[config.mk]
export PLATFORM = sky130hd
export DESIGN_NAME = accum_logic_unit
export DESIGN_NICKNAME = d
export VERILOG_FILES = /design/src/rtl/accum_pkg.sv /design/src/rtl/accum_op_pack.sv /design/src/rtl/accum_ripple_add.sv /design/src/rtl/accum_bit_cell.sv /design/src/rtl/accum_ext_flag.sv /design/src/rtl/accum_logic_unit.sv
export SDC_FILE = /design/constraint.sdc
export NUM_CORES = 1
export LEC_CHECK = 0
export BUFFER_PORTS_ARGS = -buffer_cell sky130_fd_sc_hd__buf_2
export CORE_UTILIZATION = 55
export DETAILED_ROUTE_END_ITERATION = 16
export PLACE_DENSITY = 0.83
export SLEW_MARGIN = 10
export SYNTH_ARGS = -nofsm -noshare
export SYNTH_HDL_FRONTEND = slang
export SYNTH_SLANG_ARGS = --single-unit
[constraint.sdc]
create_clock -name clk -period 14.5 [get_ports clk]
set_clock_uncertainty 0.2 [all_clocks]
set_input_delay 0.725 -clock clk [delete_from_list [all_inputs] [get_ports clk]]
set_output_delay 0.725 -clock clk [all_outputs]
set_load 0.01 [all_outputs]
[src/rtl/accum_pkg.sv]
package accum_pkg;
  // Controls that write the accumulator; at most one is high per cycle.
  typedef struct packed {
    logic and_op;
    logic add_op;
    logic xfer_op;
    logic inp_op;
    logic com_op;
    logic shr_op;
    logic shl_op;
    logic clr_op;
    logic inc_op;
  } acc_ctl_t;
endpackage

[src/rtl/accum_op_pack.sv]
module accum_op_pack
  import accum_pkg::*;
(
  input  logic     op_and,
  input  logic     op_add,
  input  logic     op_xfer,
  input  logic     op_inp,
  input  logic     op_com,
  input  logic     op_shr,
  input  logic     op_shl,
  input  logic     op_clr,
  input  logic     op_inc,
  output acc_ctl_t ctl
);
  always_comb begin
    ctl.and_op  = op_and;
    ctl.add_op  = op_add;
    ctl.xfer_op = op_xfer;
    ctl.inp_op  = op_inp;
    ctl.com_op  = op_com;
    ctl.shr_op  = op_shr;
    ctl.shl_op  = op_shl;
    ctl.clr_op  = op_clr;
    ctl.inc_op  = op_inc;
  end
endmodule

[src/rtl/accum_ripple_add.sv]
module accum_ripple_add #(
  parameter int W = 16
) (
  input  logic [W-1:0] a,
  input  logic [W-1:0] b,
  input  logic         cin,
  output logic [W-1:0] sum,
  output logic         cout
);
  logic [W:0] carry;
  assign carry[0] = cin;

  for (genvar i = 0; i < W; i++) begin : g_fa
    assign sum[i]     = a[i] ^ b[i] ^ carry[i];
    assign carry[i+1] = (a[i] & b[i]) | (carry[i] & (a[i] ^ b[i]));
  end

  assign cout = carry[W];
endmodule

[src/rtl/accum_bit_cell.sv]
module accum_bit_cell
  import accum_pkg::*;
#(
  parameter bit HAS_INP = 1'b1
) (
  input  acc_ctl_t ctl,
  input  logic     acc_bit,
  input  logic     dr_bit,
  input  logic     inp_bit,
  input  logic     sum_bit,
  input  logic     from_left,
  input  logic     from_right,
  output logic     next_bit
);
  always_comb begin
    next_bit = acc_bit;
    if (ctl.and_op)                 next_bit = acc_bit & dr_bit;
    else if (ctl.add_op)            next_bit = sum_bit;
    else if (ctl.inc_op)            next_bit = sum_bit;
    else if (ctl.xfer_op)           next_bit = dr_bit;
    else if (ctl.inp_op && HAS_INP) next_bit = inp_bit;
    else if (ctl.com_op)            next_bit = ~acc_bit;
    else if (ctl.shr_op)            next_bit = from_left;
    else if (ctl.shl_op)            next_bit = from_right;
    else if (ctl.clr_op)            next_bit = 1'b0;
  end
endmodule

[src/rtl/accum_ext_flag.sv]
module accum_ext_flag (
  input  logic clk,
  input  logic rst_n,
  input  logic add_op,
  input  logic shr_op,
  input  logic shl_op,
  input  logic inc_op,
  input  logic fclr_op,
  input  logic fcom_op,
  input  logic carry,
  input  logic acc_lsb,
  input  logic acc_msb,
  output logic flag_q
);
  logic flag_d;

  always_comb begin
    flag_d = flag_q;
    if (add_op)       flag_d = carry;
    else if (shr_op)  flag_d = acc_lsb;
    else if (shl_op)  flag_d = acc_msb;
    else if (fclr_op) flag_d = 1'b0;
    else if (fcom_op) flag_d = ~flag_q;
  end

  always_ff @(posedge clk or negedge rst_n) begin
    if (!rst_n) flag_q <= 1'b0;
    else        flag_q <= flag_d;
  end

  p_inc_keeps_flag_r10: assert property (@(posedge clk) disable iff (!rst_n)
    inc_op |=> $stable(flag_q));
  p_shr_flag_r7: assert property (@(posedge clk) disable iff (!rst_n)
    shr_op |=> flag_q == $past(acc_lsb));
  p_shl_flag_r8: assert property (@(posedge clk) disable iff (!rst_n)
    shl_op |=> flag_q == $past(acc_msb));
  p_fcom_r11: assert property (@(posedge clk) disable iff (!rst_n)
    fcom_op |=> flag_q != $past(flag_q));
  p_fclr_r11: assert property (@(posedge clk) disable iff (!rst_n)
    fclr_op |=> !flag_q);
endmodule

[src/rtl/accum_logic_unit.sv]
module accum_logic_unit
  import accum_pkg::*;
#(
  parameter int W     = 16,
  parameter int IN_W  = 8
) (
  input  logic          clk,
  input  logic          rst_n,
  input  logic          op_and,
  input  logic          op_add,
  input  logic          op_xfer,
  input  logic          op_inp,
  input  logic          op_com,
  input  logic          op_shr,
  input  logic          op_shl,
  input  logic          op_clr,
  input  logic          op_inc,
  input  logic          op_fclr,
  input  logic          op_fcom,
  input  logic [W-1:0]  dr_in,
  input  logic [IN_W-1:0] inp_in,
  output logic [W-1:0]  acc_out,
  output logic          flag_out,
  output logic          acc_zero,
  output logic          acc_sign
);
  localparam int MSB = W - 1;

  acc_ctl_t       ctl;
  logic [W-1:0]   acc_q;
  logic [W-1:0]   acc_d;
  logic [W-1:0]   add_b;
  logic [W-1:0]   sum;
  logic           carry;
  logic           flag_q;

  accum_op_pack u_pack (
    .op_and (op_and), .op_add (op_add), .op_xfer (op_xfer), .op_inp (op_inp),
    .op_com (op_com), .op_shr (op_shr), .op_shl (op_shl), .op_clr (op_clr),
    .op_inc (op_inc), .ctl (ctl)
  );

  // One adder: data operand for add, zero plus carry-in for increment.
  assign add_b = ctl.add_op ? dr_in : '0;

  accum_ripple_add #(.W(W)) u_add (
    .a (acc_q), .b (add_b), .cin (ctl.inc_op), .sum (sum), .cout (carry)
  );

  for (genvar i = 0; i < W; i++) begin : g_bit
    logic left_v, right_v, inp_v;
    if (i == MSB) begin : g_top
      assign left_v = flag_q;
    end else begin : g_mid_l
      assign left_v = acc_q[i+1];
    end
    if (i == 0) begin : g_bot
      assign right_v = flag_q;
    end else begin : g_mid_r
      assign right_v = acc_q[i-1];
    end
    if (i < IN_W) begin : g_inp
      assign inp_v = inp_in[i];
    end else begin : g_noinp
      assign inp_v = 1'b0;
    end

    accum_bit_cell #(.HAS_INP(i < IN_W)) u_cell (
      .ctl        (ctl),
      .acc_bit    (acc_q[i]),
      .dr_bit     (dr_in[i]),
      .inp_bit    (inp_v),
      .sum_bit    (sum[i]),
      .from_left  (left_v),
      .from_right (right_v),
      .next_bit   (acc_d[i])
    );
  end

  always_ff @(posedge clk or negedge rst_n) begin
    if (!rst_n) acc_q <= '0;
    else        acc_q <= acc_d;
  end

  accum_ext_flag u_flag (
    .clk     (clk),
    .rst_n   (rst_n),
    .add_op  (ctl.add_op),
    .shr_op  (ctl.shr_op),
    .shl_op  (ctl.shl_op),
    .inc_op  (ctl.inc_op),
    .fclr_op (op_fclr),
    .fcom_op (op_fcom),
    .carry   (carry),
    .acc_lsb (acc_q[0]),
    .acc_msb (acc_q[MSB]),
    .flag_q  (flag_q)
  );

  assign acc_out  = acc_q;
  assign flag_out = flag_q;
  assign acc_zero = (acc_q == '0);
  assign acc_sign = acc_q[MSB];

  logic any_op;
  assign any_op = (|ctl) | op_fclr | op_fcom;

  p_single_op_r12: assert property (@(posedge clk) disable iff (!rst_n)
    $onehot0({ctl, op_fclr, op_fcom}));
  p_hold_r12: assert property (@(posedge clk) disable iff (!rst_n)
    !any_op |=> $stable(acc_q) && $stable(flag_q));
  p_and_r2: assert property (@(posedge clk) disable iff (!rst_n)
    op_and |=> acc_q == ($past(acc_q) & $past(dr_in)));
  p_add_r3: assert property (@(posedge clk) disable iff (!rst_n)
    op_add |=> {flag_q, acc_q} == ({1'b0, $past(acc_q)} + {1'b0, $past(dr_in)}));
  p_inp_upper_r5: assert property (@(posedge clk) disable iff (!rst_n)
    op_inp |=> acc_q[MSB:IN_W] == $past(acc_q[MSB:IN_W]) && $stable(flag_q));
  p_clr_r9: assert property (@(posedge clk) disable iff (!rst_n)
    op_clr |=> acc_q == '0);
  p_flag_only_r11: assert property (@(posedge clk) disable iff (!rst_n)
    (op_fclr || op_fcom) |=> $stable(acc_q));
endmodule

Word level (Yosys, flattened, before mapping)
Index checks and enable logic that the tools add are counted.
Operators by class
  bitwise gates (word level): 113
  reductions and logical operators: 4
  mux-type cells: 127
Operators with widths (number)
  $mux W1: 126
  $and A1 B1 Y1: 48
  $xor A1 B1 Y1: 32
  $not A1 Y1: 17
  $logic_not A16 Y1: 1
  $mux W16: 1
  $or A1 B1 Y1: 16
  $reduce_bool A9 Y1: 1
  $reduce_bool A8 Y1: 1
  $reduce_bool A5 Y1: 1
Word-level totals
  bits of input ports: 37
  output and inout bits: 19
  register bits: 17

Depth between registers and ports, before layout
Gate-level depths: netlist (run 1).
  word-level depth: 36
  gate-level depth with buffers: 25
  depth with buffers taken out: 24

Cells and area by module
A second synthesis (run 1) with hierarchy kept.
Unflattened totals
  cell total of the unflattened synthesis: 282
  area total of the unflattened synthesis: 2290.9 um^2
Modules (own cells, without submodules)
  accum_bit_cell at g_bit[10].u_cell ...: area an instance 78.8 um^2, cells each 13, times used 8
  accum_bit_cell at g_bit[0].u_cell ...: area an instance 77.6 um^2, cells each 12, times used 8
  accum_logic_unit: area an instance 550.5 um^2, cells each 40, times used 1
  accum_ripple_add: area an instance 357.8 um^2, cells each 26, times used 1
  accum_op_pack: area an instance 67.6 um^2, cells each 9, times used 1
  accum_ext_flag: area an instance 63.8 um^2, cells each 7, times used 1

Worst setup path before layout (run 1)
OpenSTA, ideal clock, no wires.
  kind: in2reg
  from: in op_add
  to: reg acc_q[15], in the netlist acc_out[15]
  cell stages on the path: 25
  data arrival time: 7.070 ns
  setup time: 0.082 ns
  required time: 14.218 ns
  setup slack: 7.147 ns
  cell sequence: clkbuf_1 > and2_1 > inv_1 > fa_1 > fa_1 > inv_1 > fa_1 > fa_1 > fa_1 > fa_1 > fa_1 > fa_1 > fa_1 > inv_1 > fa_1 > inv_1 > fa_1 > fa_1 > fa_1 > fa_1 > fa_1 > inv_1 > fa_1 > a211o_1 > o22ai_1
Between the ends
  word-level cells in the longest chain between the ends: 36
Ends and longest elaborated chain
  start: declaration: line accum_logic_unit.sv:10  | input logic op_add,
  $mux W16: line accum_logic_unit.sv:44  | assign add_b = ctl.add_op ? dr_in : '0;
  $xor A1 B1 Y1: line accum_ripple_add.sv:15  | assign carry[i+1] = (a[i] & b[i]) | (carry[i] & (a[i] ^ b[i]));
  $and A1 B1 Y1: line accum_ripple_add.sv:15
  $or A1 B1 Y1: line accum_ripple_add.sv:15
  $and A1 B1 Y1: line accum_ripple_add.sv:15
  $or A1 B1 Y1: line accum_ripple_add.sv:15
  $and A1 B1 Y1: line accum_ripple_add.sv:15
  $or A1 B1 Y1: line accum_ripple_add.sv:15
  (+20 left out)
  $and A1 B1 Y1: line accum_ripple_add.sv:15
  $or A1 B1 Y1: line accum_ripple_add.sv:15
  $and A1 B1 Y1: line accum_ripple_add.sv:15
  $or A1 B1 Y1: line accum_ripple_add.sv:15
  $xor A1 B1 Y1: line accum_ripple_add.sv:14  | assign sum[i] = a[i] ^ b[i] ^ carry[i];
  $mux W1: line accum_bit_cell.sv:19  | else if (ctl.inc_op) next_bit = sum_bit;
  $mux W1: line accum_bit_cell.sv:18  | else if (ctl.add_op) next_bit = sum_bit;
  $mux W1: line accum_bit_cell.sv:17  | if (ctl.and_op) next_bit = acc_bit & dr_bit;
  end signal: assignment: line accum_logic_unit.sv:81  | if (!rst_n) acc_q <= '0;
  end signal: assignment: line accum_logic_unit.sv:82  | else acc_q <= acc_d;
  end: declaration: line accum_logic_unit.sv:30  | logic [W-1:0] acc_q;
Several ways; a longest one is shown, not always the timed one.
A chain may end at the register's enable or synchronous reset.

Final worst setup path (run 1)
Ends and elaborated chain as after synthesis.

==> impl_metrics.ini, run 1 <==
[critical_path]
crit_slowest_cell = fa_1
cp_data_required_time_ns = 14.47
r2r_start = acc_out[0]$_DFFE_PN0P_
path_buf_inv = 6
end_kind = flop
critical_path_class = in2reg
cp_common_cell = fa_1
startpoint_type = primary input
rr_worst_depth = 23
reg2reg_slack_ns = 7.37
crit_family = adder cells
cp_max_fo = 23
r2r_end = acc_out[15]$_DFFE_PN0P_
cpPeakStageDelay_ns = 0.42
arrival_ns = 7.42
cp_num_cells = 25

[synthesis]
synth_commonest_cells = a21oi_1, inv_1, clkbuf_1
ys_seq_area_frac = 0.1986
ys_warn_count = 0
synth_most_common_cell = a21oi_1
synth-edff-count = 0
synth_ff_type = dfrtp_1
synthCells = 260
syn_area_um2 = 2142
synth.ff_latch_count = 17
synth_area_per_cell_um2 = 8.239
yosysTopAreaCellShare = 0.1986
synthArstFlopShare = 1.000
synth_top_area_cell = dfrtp_1
syn_nets = 314
synth_cell_types = 39
yosys-top-cells-area = dfrtp_1, fa_1, a21oi_1, buf_4, a211oi_1

[routing]
routed-wl-met2_mm = 2.789
met1Wirelength_mm = 2.587
route.detailed.drc = 0
top_layer = met4
dr.pass1.iters = 8
antenna_left = 0
vias_per_cell = 6.593
wl_met3_um = 434
num_vias = 2156
drt_iter0_markers = 195
wl_per_cell_um = 17.99
routed_wl_mm = 5.883

[floorplan]
io_pins = 56
num_rows = 22
die_area_um2 = 4148
fp.dieH_um = 64.41
start_util = 0.5807
die_w_um = 64.41
fp.coreArea_um2 = 3689

[clock_tree]
cts_setup_buffers = 0
clk_latency_ns = 0.26
h-tree-depth = 1
cts_buffers = 3
root_buffer = clkbuf_8
cts.clk_slew.worst_paths_ns = 0.08
cts_hold_buf = 0
cts_resized = 0
ctsLongestPathBuffers = 2
cts.sinks = 17
cts_tree = done

[sta]
tns_ns = 0
tightestPinTransition_ns = 1.103
rsz0062_at_grt = no
hold_slack_ns = 0.1992
fin_ws_ns = 7.048
final_hold_viol_count = 0
period_minus_slack_ns = 7.452
fmax_ghz = 0.1342
finalMaxSlewViolations = 0
finalSetupViolations = 0
finalCritPeriodShare = 0.5139
slew_headroom = 0.2617

[cells_and_area]
fin_nets = 334
fill_cells = 350
drive_gt1_frac = 0.2330
antenna_cells = 0
syn_to_final_growth_pct = 7.068

[placed_design]
detailed_place_hpwl_mm = 3.990
dp_slack_ns = 6.793
port_buffers = 55
place.gp.congestion = 0.8359

[global_routing]
grt_usage = 0.3004
grt_overflow_total = 0
antenna_found_initial = 0
grt_pass1_vias = 1923
grt_max_degree = 34
grt_pass1_wl_mm = 9.694

[power]
power_density_nw_per_um2 = 95.42
leakage_nw = 0.9919
max-vdd-ir-drop_v = 0.00004635

[min_path]
hold_path.class = in2async

[job]
max_cap_violations = 0

[outcome]
outcome = finished clean
[power breakdown]
part	leakage (nW)	internal [mW]	switching, mW	total [mW]
Sequential	0.213	0.0579	0.0246	0.0825
Combinational	0.756	0.0462	0.0524	0.0986
Clock	0.0228	0.0196	0.0182	0.0377
Total	0.992	0.124	0.0952	0.219
[how the worst max path moves through the flow]
stage           start                 endpoint  slack, ns
5_1_grt        op_add  acc_out[15]$_DFFE_PN0P_       6.74
3_5_place_dp   op_add  acc_out[15]$_DFFE_PN0P_       6.79
3_3_place_gp   op_add  acc_out[15]$_DFFE_PN0P_       6.92
2_1_floorplan  op_add  acc_out[15]$_DFFE_PN0P_       7.15
4_1_cts        op_add  acc_out[15]$_DFFE_PN0P_       7.05
6_report       op_add  acc_out[15]$_DFFE_PN0P_       7.05
[cells in the final DEF, fill, tap and decap left out, types with 2 or more instances in the layout]
cell type,instances
a211oi_1,14
a21o_1,2
a21oi_1,31
a221o_1,5
a221oi_1,12
a22o_1,2
a22oi_2,2
and2_1,13
buf_2,55
clkbuf_8,3
dfrtp_1,17
fa_1,16
inv_1,21
nand2_1,17
nand3b_1,11
nor2_1,9
nor2b_1,2
nor3_1,3
nor4_1,4
o21ai_0,7
o22ai_1,8
o32ai_1,8
or2_2,2
[cell type report]
cell class | instances | area, µm² | area share
clock buffers | 4 | 45.04 | 0.01964
inverters | 21 | 78.83 | 0.03437
multi-input cells | 182 | 1409 | 0.6143
flip-flops and latches | 17 | 425.4 | 0.1855
well taps | 48 | 60.06 | 0.02619
repair buffers | 55 | 275.3 | 0.1200
[logic make-up after synthesis]
family | share of synthesized area
AOI/OAI and AO/OA | 0.3213
and+or+nand+nor | 0.1770
buffers and inverters | 0.1437
adders and majority gates | 0.1554
DFF | 0.1986
xor gates and xnor gates | 0.004090
[metrics by stage]
stage	total power [mW]	std cells	area [µm²]	utilization
finish	0.2188	327	2293	0.6218
global route	0.2361	327	2293	0.6218
CTS	0.2182	327	2293	0.6218
detailed placement	0.1808	323	2248	0.6096
global placement	0.1775	323	2248	0.6096
floorplan	0.1582	260	2142	-
[worst reg2reg max path, delay by kind of cell (launching register included)]
| kind | cells | cell delay [ns] |
|---|---|---|
| AOI/OAI and AO/OA | 2 | 0.43 |
| buffers and inverters | 5 | 0.40 |
| adders and majority gates | 16 | 5.56 |
| DFF | 1 | 0.46 |
[metal layers]
layer,track usage,up-vias
li1,-,970
met1,0.4381,1064
met2,0.4645,114
met3,0.04286,8
met4,0.07778,0
met5,0,-
[sequential cells by signal, indices dropped and copies added (netlist names)]
name,cells
acc_out,16
u_flag.flag_q,1
No activity file was read; power rests on OpenSTA's default activity.
==> run 2: changes to the inputs <==
--- a/config.mk
+++ b/config.mk
@@ -6,9 +6,9 @@
 export NUM_CORES = 1
 export LEC_CHECK = 0
 export BUFFER_PORTS_ARGS = -buffer_cell sky130_fd_sc_hd__buf_2
-export CORE_UTILIZATION = 55
+export CORE_UTILIZATION = 54
 export DETAILED_ROUTE_END_ITERATION = 16
-export PLACE_DENSITY = 0.83
+export PLACE_DENSITY = 0.81
 export SLEW_MARGIN = 10
 export SYNTH_ARGS = -nofsm -noshare
 export SYNTH_HDL_FRONTEND = slang
==> constraint.sdc (replaced) <==
create_clock -name clk -period 7.1 [get_ports clk]
set_clock_uncertainty 0.2 [all_clocks]
set_input_delay 0.355 -clock clk [delete_from_list [all_inputs] [get_ports clk]]
set_output_delay 0.355 -clock clk [all_outputs]
set_load 0.01 [all_outputs]
==> run 2 against run 1 <==
Net effect: power grew 110%; wire length is essentially flat; hold slack gained 0.0040 ns; count of clock-buffer cells in the layout shrank 1; global-route usage grew 0.49 points; critical path depth shrank 2; first-iteration DRC count grew 14%; worst setup slack lost 6.8 ns; combinational power grew 120%; via count grew 1.2%; largest power group unchanged.
==> impl_metrics.ini, run 2 (same netlist as run 1, synthesis figures left out) <==
[sta]
finalMaxSlewViolations = 0
tns_ns = 0
slew_headroom = 0.2118
finalSetupViolations = 0
finalCritPeriodShare = 0.9654
hold_slack_ns = 0.2032
rsz0062_at_grt = no
period_minus_slack_ns = 6.854
fmax_ghz = 0.1459
tightestPinTransition_ns = 1.178
final_hold_viol_count = 0

[cells_and_area]
largest_reg_flops = 16
syn_to_final_growth_pct = 10.28
final_cell_mix = buf_2, a21oi_1, inv_1
drive_gt1_frac = 0.2727
fin_cells = 334
antenna_cells = 0
finish.utilization = 0.6310
fill_cells = 343
mostFrequentLayoutCell = buf_2
fin_nets = 341

[floorplan]
die_area_um2 = 4222
fp.dieH_um = 64.98
num_rows = 22
io_pins = 56
start_util = 0.5722
fp.coreArea_um2 = 3744
die_w_um = 64.98

[global_routing]
grt_max_degree = 34
grt_overflow_total = 0
grt_pass1_vias = 2132
grt_usage = 0.3053
grt_pass1_wl_mm = 10.03
antenna_found_initial = 0

[critical_path]
end_kind = flop
cp_cell_sequence = inv_2 > fa_1 > fa_1 > inv_1 > fa_1 > fa_2 > fa_1 > fa_2 > fa_1 > fa_1 > fa_1 > inv_1 > fa_1 > inv_1 > fa_1 > fa_2 > fa_2 > fa_2 > fa_1 > inv_1 > fa_1 > a211o_1 > o22ai_1
arrival_ns = 6.84
cp_max_fo = 3
cp-startpoint = acc_out[0]$_DFFE_PN0P_
cp_data_required_time_ns = 7.08
r2r_start = acc_out[0]$_DFFE_PN0P_
cpPeakStageDelay_ns = 0.41
critical_path_class = reg2reg
startpoint_type = flop
crit_slowest_cell = fa_1
cp_common_cell = fa_1

[routing]
dr.pass1.iters = 5
vias_per_cell = 6.533
routed_wl_mm = 5.887
num_vias = 2182
top_layer = met4
route.detailed.drc = 0
wl_met3_um = 450
routed-wl-met2_mm = 2.845
met1Wirelength_mm = 2.552
drt_iter0_markers = 222
antenna_left = 0
wl_per_cell_um = 17.63

[clock_tree]
root_buffer = clkbuf_8
h-tree-depth = 1
cts_buffers = 3
clk_latency_ns = 0.26
cts_setup_buffers = 0
ctsLongestPathBuffers = 2
cts_tree = done
cts.sinks = 17
cts.clk_slew.worst_paths_ns = 0.08

[min_path]
worstHoldStart = dr_in[3]
hold_path.class = in2reg

[job]
max_cap_violations = 0

[power]
power_density_nw_per_um2 = 194.5
leakage_nw = 1.020
max-vdd-ir-drop_v = 0.0001206
p_total_uw = 459.4

[placed_design]
place.gp.congestion = 0.8530
port_buffers = 55
detailed_place_hpwl_mm = 4.056
place_inst = 329

[outcome]
outcome = finished clean
-- run 2: worst paths after layout --
check                      depth (start not counted)  slack [ns]                      end
max in group asynchronous                          2        6.03  acc_out[10]$_DFFE_PN0P_
hold reg to reg                                    2        0.38   acc_out[0]$_DFFE_PN0P_
setup reg to reg                                  23        0.25  acc_out[15]$_DFFE_PN0P_
min in group asynchronous                          2        0.36   acc_out[0]$_DFFE_PN0P_
hold / removal                                     3        0.20   acc_out[3]$_DFFE_PN0P_
setup / recovery                                  23        0.25  acc_out[15]$_DFFE_PN0P_
-- run 2: area by class of cell --
cell class	instances	area (µm²)	share of cell area
Clock buffer	3	41.29	0.01748
Clock inverter	1	5.005	0.002119
Inverter	21	78.83	0.03337
Multi-Input combinational cell	182	1421	0.6017
Sequential cell	17	425.4	0.1801
Tap cell	48	60.06	0.02542
Timing Repair Buffer	62	330.3	0.1398
-- run 2: routing by layer --
layer	global-route usage	vias up
met5	0	-
met4	0.09167	0
met3	0.05634	6
met2	0.5013	126
met1	0.4056	1059
li1	-	991
-- run 2: power breakdown --
| part | switching (mW) | total, mW | internal (mW) |
|---|---|---|---|
| Combinational | 0.114 | 0.215 | 0.101 |
| Sequential | 0.0470 | 0.165 | 0.118 |
| Clock | 0.0404 | 0.0795 | 0.0391 |
-- run 2: critical path, delay by kind of cell (launching register included) --
family	cells	cell delay [ns]
buffers and inverters	5	0.33
adder cells (fa/ha/maj)	16	5.45
AO/OA/AOI/OAI	2	0.40
flip-flops	1	0.39
-- run 2: stage by stage --
step                      setup WS (ns)  instance area, µm²
after floorplan                  0.1174                2142
after global placement         -0.01709                2293
after detailed placement        -0.1638                2293
after CTS                       0.02536                2350
after global routing            0.01350                2362
final                            0.2460                2362
-- run 2: timing repair --
item	CTS	global route
endpoints found under the hold margin	17	0
hold buffers	1	0
resized for setup	1	5
setup endpoints to repair	1	1
==> run 3: changes to the inputs <==
--- a/config.mk
+++ b/config.mk
@@ -6,9 +6,9 @@
 export NUM_CORES = 1
 export LEC_CHECK = 0
 export BUFFER_PORTS_ARGS = -buffer_cell sky130_fd_sc_hd__buf_2
-export CORE_UTILIZATION = 54
+export CORE_UTILIZATION = 55
 export DETAILED_ROUTE_END_ITERATION = 16
-export PLACE_DENSITY = 0.81
+export PLACE_DENSITY = 0.83
 export SLEW_MARGIN = 10
 export SYNTH_ARGS = -nofsm -noshare
 export SYNTH_HDL_FRONTEND = slang
==> constraint.sdc (replaced) <==
create_clock -name clk -period 8.5 [get_ports clk]
set_clock_uncertainty 0.2 [all_clocks]
set_input_delay 0.425 -clock clk [delete_from_list [all_inputs] [get_ports clk]]
set_output_delay 0.425 -clock clk [all_outputs]
set_load 0.01 [all_outputs]
==> run 3 against run 2 <==
Net effect: sequential share of layout area up 0.46 points; largest cell class unchanged; critical path type is now in2reg; hold slack better by 0.080 ns; non-clock buffer count down 6; final cell count down 1.8%.
==> impl_metrics.ini, run 3 (same netlist as run 1, synthesis figures left out) <==
[critical_path]
critical_path_class = in2reg
path_buf_inv = 6
end_kind = flop
rr_worst_depth = 23
cpPeakStageDelay_ns = 0.42
reg2reg_slack_ns = 1.28
crit_slowest_cell = fa_1
r2r_start = acc_out[0]$_DFFE_PN0P_
cp_data_required_time_ns = 8.47
cp_max_fo = 23
r2r_end = acc_out[15]$_DFFE_PN0P_
arrival_ns = 7.22
startpoint_type = primary input
cp_common_cell = fa_1
crit_family = adder cells

[min_path]
worstHoldStart = dr_in[5]
hold_path.class = in2reg
holdPathStages = 3
hold_end = acc_out[5]$_DFFE_PN0P_

[routing]
route.detailed.drc = 0
routed_wl_mm = 5.820
vias_per_cell = 6.491
dr.pass1.iters = 4
num_vias = 2129
wl_per_cell_um = 17.74
drt_iter0_markers = 201
antenna_left = 0

[cells_and_area]
fin_nets = 335
largest_reg_flops = 16
drive_gt1_frac = 0.2321
antenna_cells = 0
mostFrequentLayoutCell = buf_2
final_cell_mix = buf_2, a21oi_1, inv_1
syn_to_final_growth_pct = 7.535

[sta]
fmax_ghz = 0.1379
rsz0062_at_grt = no
finalMaxSlewViolations = 0
tightestPinTransition_ns = 1.092
finalCritPeriodShare = 0.8529
finalSetupViolations = 0
period_minus_slack_ns = 7.249
slew_headroom = 0.2696
final_hold_viol_count = 0
tns_ns = 0

[outcome]
outcome = finished clean

[floorplan]
start_util = 0.5807
die_area_um2 = 4148
num_rows = 22
fp.coreArea_um2 = 3689
die_w_um = 64.41
io_pins = 56
fp.dieH_um = 64.41

[placed_design]
place.gp.congestion = 0.8286
detailed_place_hpwl_mm = 4.032
port_buffers = 55

[global_routing]
grt_usage = 0.2988
grt_overflow_total = 0
grt_max_degree = 34
antenna_found_initial = 0
grt_pass1_wl_mm = 9.604
grt_pass1_vias = 1954

[power]
max-vdd-ir-drop_v = 0.00008036
p_total_uw = 371.6
leakage_nw = 0.9960
power_density_nw_per_um2 = 161.3

[clock_tree]
cts_tree = done
cts_hold_buf = 1
cts_resized = 0
cts_setup_buffers = 0
ctsLongestPathBuffers = 2
cts_buffers = 3
cts.sinks = 17
cts.clk_slew.worst_paths_ns = 0.07
clk_latency_ns = 0.25
root_buffer = clkbuf_8
h-tree-depth = 1

[job]
max_cap_violations = 0
run 3: cell type report:
type	instances	area (µm²)
Multi-Input combinational cell	182	1409
Fill cell	343	1385
Sequential cell	17	425.4
Timing Repair Buffer	56	285.3
Inverter	21	78.83
Tap cell	48	60.06
Clock buffer	4	45.04
run 3: worst min-delay path, stage by stage:
cell and delay (ns):
buf_2 0.10, a21oi_1 0.06, o32ai_1 0.11
run 3: where the power goes:
part,switching [mW],internal (mW)
Sequential,0.0419,0.0989
Combinational,0.0902,0.0792
Clock,0.0281,0.0333
run 3: worst max path at each step:
stage	startpoint	end	slack, ns	cells after the start
3_5_place_dp	op_add	acc_out[15]$_DFFE_PN0P_	1.05	25
4_1_cts	op_add	acc_out[15]$_DFFE_PN0P_	1.29	25
6_report	op_add	acc_out[15]$_DFFE_PN0P_	1.25	25
3_3_place_gp	op_add	acc_out[15]$_DFFE_PN0P_	1.22	25
2_1_floorplan	op_add	acc_out[15]$_DFFE_PN0P_	1.45	25
5_1_grt	op_add	acc_out[15]$_DFFE_PN0P_	1.04	25
run 3: metrics by stage:
stage / worst slack, ns / cells / utilization / hold slack, ns / cell area [µm²]
CTS: 1.285 / 328 / 0.6245 / 0.2832 / 2303
finish: 1.251 / 328 / 0.6245 / 0.2830 / 2303
global route: 1.039 / 328 / 0.6245 / 0.3103 / 2303
detailed placement: 1.046 / 323 / 0.6096 / 0.1813 / 2248
floorplan: 1.447 / 260 / - / -0.07059 / 2142
global placement: 1.218 / 323 / 0.6096 / 0.1793 / 2248
run 3: per-layer routing:
layer | vias up | track usage | share of wire
met5 | - | 0 | 0
met4 | 0 | 0.1000 | 0.012
met3 | 6 | 0.04821 | 0.090
met2 | 115 | 0.4605 | 0.47
met1 | 1031 | 0.4237 | 0.42
li1 | 977 | - | -
